<file path="config.mk">
export PLATFORM = sky130hd
export DESIGN_NAME = kbd_irq_router
export DESIGN_NICKNAME = d
export VERILOG_FILES = /design/src/rtl/kbd_irq_pkg.sv /design/src/rtl/kbd_irq_ctrl.sv /design/src/rtl/kbd_irq_datapath.sv /design/src/rtl/kbd_irq_router.sv
export SDC_FILE = /design/constraint.sdc
export NUM_CORES = 1
export LEC_CHECK = 0
export CORE_ASPECT_RATIO = 1.2
export CORE_MARGIN = 10
export CORE_UTILIZATION = 34
export DETAILED_ROUTE_END_ITERATION = 10
export GPL_TIMING_DRIVEN = 0
export PLACE_DENSITY = 0.78
export SLEW_MARGIN = 20
export SYNTH_ARGS = -nofsm -noshare
export SYNTH_HDL_FRONTEND = slang
export SYNTH_SLANG_ARGS = --single-unit
</file>
<file path="constraint.sdc">
create_clock -name clk -period 1.5 [get_ports clk]
set_input_delay 0.45 -clock clk [delete_from_list [all_inputs] [get_ports clk]]
set_output_delay 0.45 -clock clk [all_outputs]
set_load 0.02 [all_outputs]
</file>
<file path="src/rtl/kbd_irq_pkg.sv">
package kbd_irq_pkg;
  localparam int CFG_W     = 8;
  localparam int FPU_BIT   = 5;
  localparam int AUX_BIT   = 4;
  localparam int KBD_BIT   = 3;
  localparam int DIV_LSB   = 0;
  localparam int DIV_W     = 3;
  localparam int NUM_PINS  = 4;
  localparam logic [CFG_W-1:0] CFG_RESET = 8'h08;
  localparam logic [CFG_W-1:0] CFG_WMASK = 8'h3F;

  // pin slot indices inside the synchroniser bank
  localparam int PIN_KBD = 0;
  localparam int PIN_MOU = 1;
  localparam int PIN_AUX = 2;
  localparam int PIN_FPU = 3;

  typedef struct packed {
    logic clrLatch;
    logic kbdLatchEn;
    logic auxMergeEn;
    logic fpuRouteEn;
  } ctrlStrobes_t;
endpackage

</file>
<file path="src/rtl/kbd_irq_ctrl.sv">
module kbd_irq_ctrl
  import kbd_irq_pkg::*;
#(
  parameter int ADDR_W = 16,
  parameter logic [ADDR_W-1:0] KBD_PORT = 16'h0060
) (
  input  logic              clk,
  input  logic              rstN,
  input  logic              regWrEn,
  input  logic [CFG_W-1:0]  regWrData,
  output logic [CFG_W-1:0]  regRdData,
  input  logic              ioRdStrobe,
  input  logic [ADDR_W-1:0] ioAddr,
  output ctrlStrobes_t      ctrlStb
);
  logic [CFG_W-1:0] cfgQ;
  logic             portHit;

  always_ff @(posedge clk or negedge rstN) begin
    if (!rstN) begin
      cfgQ <= CFG_RESET;
    end else if (regWrEn) begin
      cfgQ <= regWrData & CFG_WMASK;
    end
  end

  // full-width compare: no partial decode, no aliases
  always_comb begin
    portHit = ioRdStrobe && (ioAddr == KBD_PORT);
  end

  always_comb begin
    regRdData          = cfgQ & CFG_WMASK;
    ctrlStb.clrLatch   = portHit;
    ctrlStb.kbdLatchEn = cfgQ[KBD_BIT];
    ctrlStb.auxMergeEn = cfgQ[AUX_BIT];
    ctrlStb.fpuRouteEn = cfgQ[FPU_BIT];
  end
endmodule

</file>
<file path="src/rtl/kbd_irq_datapath.sv">
module kbd_irq_datapath
  import kbd_irq_pkg::*;
#(
  parameter int SYNC_STAGES = 2
) (
  input  logic         clk,
  input  logic         rstN,
  input  ctrlStrobes_t ctrlStb,
  input  logic         kbdReqPin,
  input  logic         mouseReqPin,
  input  logic         auxFullPin,
  input  logic         fpuErrPin,
  input  logic         mouseLevelMode,
  output logic         kbdSync,
  output logic         kbdRise,
  output logic         auxRise,
  output logic         kbdLatchQ,
  output logic         auxLatchQ,
  output logic         kbdIrqOut,
  output logic         mouseIrqOut,
  output logic         fpuIrqOut
);
  logic [NUM_PINS-1:0] pinsRaw;
  logic [NUM_PINS-1:0] syncChain [SYNC_STAGES];
  logic [NUM_PINS-1:0] pinsSync;
  logic                kbdPrev, auxPrev;
  logic                mouseSync, auxSync, fpuSync;
  logic                kbdLatchD, auxLatchD;

  always_comb begin
    pinsRaw          = '0;
    pinsRaw[PIN_KBD] = kbdReqPin;
    pinsRaw[PIN_MOU] = mouseReqPin;
    pinsRaw[PIN_AUX] = auxFullPin;
    pinsRaw[PIN_FPU] = fpuErrPin;
  end

  genvar st;
  generate
    for (st = 0; st < SYNC_STAGES; st++) begin : g_sync
      if (st == 0) begin : g_first
        always_ff @(posedge clk or negedge rstN) begin
          if (!rstN) syncChain[st] <= '0;
          else       syncChain[st] <= pinsRaw;
        end
      end else begin : g_next
        always_ff @(posedge clk or negedge rstN) begin
          if (!rstN) syncChain[st] <= '0;
          else       syncChain[st] <= syncChain[st-1];
        end
      end
    end
  endgenerate

  always_comb begin
    pinsSync  = syncChain[SYNC_STAGES-1];
    kbdSync   = pinsSync[PIN_KBD];
    mouseSync = pinsSync[PIN_MOU];
    auxSync   = pinsSync[PIN_AUX];
    fpuSync   = pinsSync[PIN_FPU];
  end

  always_ff @(posedge clk or negedge rstN) begin
    if (!rstN) begin
      kbdPrev <= 1'b0;
      auxPrev <= 1'b0;
    end else begin
      kbdPrev <= kbdSync;
      auxPrev <= auxSync;
    end
  end

  always_comb begin
    kbdRise = kbdSync & ~kbdPrev;
    auxRise = auxSync & ~auxPrev;
  end

  // a fresh edge outranks a clearing read so no event is dropped
  always_comb begin
    if (!ctrlStb.kbdLatchEn)    kbdLatchD = 1'b0;
    else if (kbdRise)           kbdLatchD = 1'b1;
    else if (ctrlStb.clrLatch)  kbdLatchD = 1'b0;
    else                        kbdLatchD = kbdLatchQ;

    if (!ctrlStb.auxMergeEn)    auxLatchD = 1'b0;
    else if (auxRise)           auxLatchD = 1'b1;
    else if (ctrlStb.clrLatch)  auxLatchD = 1'b0;
    else                        auxLatchD = auxLatchQ;
  end

  always_ff @(posedge clk or negedge rstN) begin
    if (!rstN) begin
      kbdLatchQ <= 1'b0;
      auxLatchQ <= 1'b0;
    end else begin
      kbdLatchQ <= kbdLatchD;
      auxLatchQ <= auxLatchD;
    end
  end

  always_comb begin
    kbdIrqOut = ctrlStb.kbdLatchEn ? kbdLatchQ : kbdSync;
    if (!ctrlStb.auxMergeEn)  mouseIrqOut = mouseSync;
    else if (mouseLevelMode)  mouseIrqOut = ~(mouseSync | auxLatchQ);
    else                      mouseIrqOut = auxLatchQ;
    fpuIrqOut = ctrlStb.fpuRouteEn & fpuSync;
  end
endmodule

</file>
<file path="src/rtl/kbd_irq_router.sv">
module kbd_irq_router
  import kbd_irq_pkg::*;
#(
  parameter int ADDR_W = 16,
  parameter logic [ADDR_W-1:0] KBD_PORT = 16'h0060,
  parameter int SYNC_STAGES = 2
) (
  input  logic              clk,
  input  logic              rstN,
  input  logic              regWrEn,
  input  logic [CFG_W-1:0]  regWrData,
  output logic [CFG_W-1:0]  regRdData,
  input  logic              ioRdStrobe,
  input  logic [ADDR_W-1:0] ioAddr,
  input  logic              kbdReqPin,
  input  logic              mouseReqPin,
  input  logic              auxFullPin,
  input  logic              fpuErrPin,
  input  logic              mouseLevelMode,
  output logic              kbdIrqOut,
  output logic              mouseIrqOut,
  output logic              fpuIrqOut
);
  ctrlStrobes_t ctrlStb;
  logic kbdSync, kbdRise, auxRise, kbdLatchQ, auxLatchQ;

  kbd_irq_ctrl #(.ADDR_W(ADDR_W), .KBD_PORT(KBD_PORT)) ctrl_i (
    .clk(clk), .rstN(rstN),
    .regWrEn(regWrEn), .regWrData(regWrData), .regRdData(regRdData),
    .ioRdStrobe(ioRdStrobe), .ioAddr(ioAddr),
    .ctrlStb(ctrlStb)
  );

  kbd_irq_datapath #(.SYNC_STAGES(SYNC_STAGES)) dp_i (
    .clk(clk), .rstN(rstN), .ctrlStb(ctrlStb),
    .kbdReqPin(kbdReqPin), .mouseReqPin(mouseReqPin),
    .auxFullPin(auxFullPin), .fpuErrPin(fpuErrPin),
    .mouseLevelMode(mouseLevelMode),
    .kbdSync(kbdSync), .kbdRise(kbdRise), .auxRise(auxRise),
    .kbdLatchQ(kbdLatchQ), .auxLatchQ(auxLatchQ),
    .kbdIrqOut(kbdIrqOut), .mouseIrqOut(mouseIrqOut), .fpuIrqOut(fpuIrqOut)
  );
endmodule

</file>
Word level (Yosys, flattened, before mapping)
Cells that the tools add are included.

storage, ports and cells
  word-level logic and storage cells = 26
  input port bits = 33
  flip-flop bits (word level) = 18

cells by class
  reductions and logical operators = 1
  bitwise logic cells = 7
  muxes and demuxes = 8
  equal/unequal tests = 3

operator list
  kind                                                                     count
  16-bit by 7-bit == test with 1-bit output, second input constant         1
  1-bit two-way mux                                                        8
  1-bit bitwise AND                                                        3
  3-bit by 2-bit inequality test with 1-bit output, second input constant  1
  3-bit inequality test, second input constant                             1
  1-bit NOT                                                                3
  1-bit logical AND                                                        1
  1-bit OR                                                                 1

Depth between registers and ports, before layout
  word-level depth = 5
  depth in mapped cells = 3
  gate-level depth less buffers = 3

By module
From an unflattened synthesis, not the netlist that was laid out.

unflattened totals
  cell total of the unflattened synthesis = 50
  area, all modules = 720.7 sq um

by module, submodules not included
  module            area each (sq um)  cells an instance  instances  sequential area each (sq um)
  kbd_irq_datapath  386.6              24                 1          300.3
  kbd_irq_ctrl      334.1              26                 1          151.4

Worst setup path before layout
No wires, ideal clock.

  kind = reg2out
  start point = register ctrl_i.cfgQ[3]
  end point = output kbdIrqOut
  buffers on the path = 0
  setup slack = 0.063 ns
  data arrival time = 0.987 ns
  stages on the path, launching flop included = 2
  cell sequence = dfstp_2 mux2_2

on the way
  word-level cells in the longest chain between the ends = 1

RTL lines
  item                    RTL line                 RTL
  from (decl)             kbd_irq_ctrl.sv:16       logic [CFG_W-1:0] cfgQ;
  from (signal assigned)  kbd_irq_ctrl.sv:23       cfgQ <= regWrData & CFG_WMASK;
  1-bit two-way mux       kbd_irq_datapath.sv:102  kbdIrqOut = ctrlStb.kbdLatchEn ? kbdLatchQ : kbdSync;
  to (decl)               kbd_irq_router.sv:20     output logic kbdIrqOut,

No other way between the ends.

Worst setup path after layout
Ends and elaborated chain as after synthesis.

==> metrics.csv <==
metric,value,unit
fmax,0.581,GHz
I/O pin cnt,44,
"most common cell after layout, fill and taps aside",clkdlybuf4s50_1,
Critical Path Fanout Max,2,
Final TNS setup,-0.328,ns
Worst setup EP type,output port,
end-of-flow core utilization,59.8,%
Worst EP arrival,1.27,ns
Worst Path Required,1.05,ns
clock share of power,27.2,%
ranking of synthesized cells by area,"dfrtp_1, mux2_2, dfstp_2, nor4_1, a21oi_1",
Wirelength per Cell,15.0,um
Fill cells,165,
part of the power in combinational logic,21.3,%
initial DRC count,6,
dpl ws,-0.723,ns
Worst-Margin Slew,0.745,ns
most frequent cells in the layout,"clkdlybuf4s50_1, dfrtp_1, mux2_2",
Reg area,452,sq um
HP Class,reg2reg,
H-Tree Depth,1,
placed cell area,1080,sq um
final worst slack,-0.220,ns
first-pass GRT wire length,2600,um
run status,"finished, violations left",
"Warnings, synthesis",0,
largest net degree at the start of global routing,19,
Clock Path Buffers,2,
GR Layer Usage met1,6.49,%
Die ar.,4170,sq um
Max Clock Skew,0.00420,ns
design area,1120,sq um
ratio of cells with drive above 1 in the final layout,25.3,%
mux share of post-synthesis cell area,13.2,%
PwrDens,936,nW/um^2
Int Power,0.805,mW
global route overflow,0,
sw power,0.243,mW
multi-input logic area,210,sq um
final setup violating endpoints,3,
post-route minimum period,1.72,ns
First-pass DRT Iterations,4,
hold slack,0.355,ns
CTS buffer count,3,
complex-gate fraction of the synthesized area,3.71,%
max cap viols,0,
Fin. Hold Viols,0,
Crit Path Category,reg2out,
area grow syn2layout,66.0,%
Final nets,125,
GPL Wtd Cong,0.686,
area of the core,1870,sq um
Synth top area share,63.1,%
row cnt,17,
"flops & latches, synth",18,
crit share post-route,115,%
ANT cells,0,
DRT antenna net count,0,
GR Util met3,6.22,%
drt drc,0,
Die Wd,60.7,um
kind of start point of the critical path,flop,
final wirelength,1650,um
Cell variety after synth,16,
gr usage total,8.12,%
Simple-Gate Fraction of Synth Area,12.6,%
GRT Max-Usage Layer,met2,
Initial Util,36.0,%
RSZ-0062 raised after global routing,yes,
synthesized area,674,sq um
Max IR drop VDD,0.646,mV
largest family of logic cells by synthesized area,multiplexers,
clock sink total,18,
Gate Count Post-Synth,47,
CTS tree,done,
Worst-path clk slew,0.09,ns
sw frac,23.2,%
worst-skew pair later-pin latency,0.29,ns
leakage,0.488,nW
clock root cell,clkbuf_4,
total number of vias,538,
Vias per Instance,4.89,
DPL Wire Length,1450,um
PortBufs,38,
die span in y,68.8,um
initial antenna violation count,0,
Flop pwr share,51.5,%
relative slew slack,50.2,%
violations in the final reports,negative setup slack,
Max Slew Vio Count,0,
adder-cell share of the synthesized area,0,%
Post-Synth XOR/XNOR Area,0,%
GR Util met2,14.0,%
Mapped Avg Cell Area,14.3,sq um
hold_buf cts,0,
vias in the first global route,589,
"area leader, netlist",dfrtp_1,
sequential-to-total area share from yosys stat,67.0,%
[per-layer routing]
| layer | vias to the layer above | share of wire (%) |
|---|---|---|
| li1 | 253 | - |
| met1 | 248 | 33 |
| met2 | 35 | 47 |
| met3 | 2 | 19 |
| met4 | 0 | 1.0 |
| met5 | - | 0 |
[path summary, 6_finish.rpt]
kind / to / start / slack (ns) / depth (start not counted)
max reg2reg: dp_i.auxLatchQ / dp_i.pinsSync[2] / 0.56 / 3
max: kbdIrqOut / ctrl_i.cfgQ[3] / -0.22 / 2
min in group asynchronous: dp_i.syncChain[7] / rstN / 0.59 / 1
min reg2reg: dp_i.pinsSync[2] / dp_i.syncChain[6] / 0.36 / 0
min: dp_i.pinsSync[2] / dp_i.syncChain[6] / 0.36 / 0
max in group asynchronous: dp_i.kbdLatchQ / rstN / 0.44 / 1
[cell families (layout without fill, tap and decap cells)]
family	count (synthesis)	in the layout
buf+inv	3	46
simple gates	12	12
mux	8	8
other cells	1	2
flops	18	18
compound gates	5	5
[per-stage QoR]
stage / cells / total power, mW
after detailed placement: 105 / 0.781
after CTS: 110 / 1.06
after global routing: 110 / 1.11
after floorplan: 48 / 0.631
final: 110 / 1.05
after global placement: 105 / 0.774
[cells in the mapped netlist, drive strengths merged]
| cell | n |
|---|---|
| conb | 1 |
| o21ai | 2 |
| and4 | 1 |
| and2 | 1 |
| mux2i | 1 |
| nor4b | 1 |
| and4bb | 1 |
| nor4 | 3 |
| nor2b | 2 |
| buf | 3 |
| mux2 | 7 |
| nor2 | 3 |
| dfstp | 1 |
| dfrtp | 17 |
| a21oi | 3 |
[registers in the layout, indices dropped and copies added (netlist names)]
| register | flops |
|---|---|
| dp_i.pinsSync | 4 |
| dp_i.auxLatchQ | 1 |
| ctrl_i.cfgQ | 6 |
| dp_i.auxPrev | 1 |
| dp_i.syncChain | 4 |
| dp_i.kbdPrev | 1 |
| dp_i.kbdLatchQ | 1 |
[power by group through the flow]
| stage | Clock [mW] | Sequential [mW] | Combinational (mW) |
|---|---|---|---|
| 2_1_floorplan | 0 | 0.568 | 0.0633 |
| 3_3_place_gp | 0 | 0.549 | 0.225 |
| 3_5_place_dp | 0 | 0.551 | 0.230 |
| 4_1_cts | 0.294 | 0.540 | 0.227 |
| 5_1_grt | 0.324 | 0.545 | 0.241 |
| 6_report | 0.285 | 0.540 | 0.223 |
[final cells by class]
| class | instances | area share (%) |
|---|---|---|
| plain buffers | 3 | 1.79 |
| clock buffers | 4 | 3.24 |
| multi-input cells | 27 | 18.8 |
| flip-flops and latches | 18 | 40.3 |
| well taps | 19 | 2.12 |
| repair buffers | 39 | 33.7 |
[critical path, stage by stage, from the launching register on]
cell     delay, ns
dfstp_2       0.55
mux2_4        0.30
buf_6         0.13
[timing repair]
item / CTS / global route
gates cloned: 0 / 0
gates resized for setup: 29 / 5
pin swaps: 2 / 1
endpoints found under the setup margin: 9 / 8
buffers inserted: 1 / 0
Note: power is estimated with default switching activity, not from simulation.
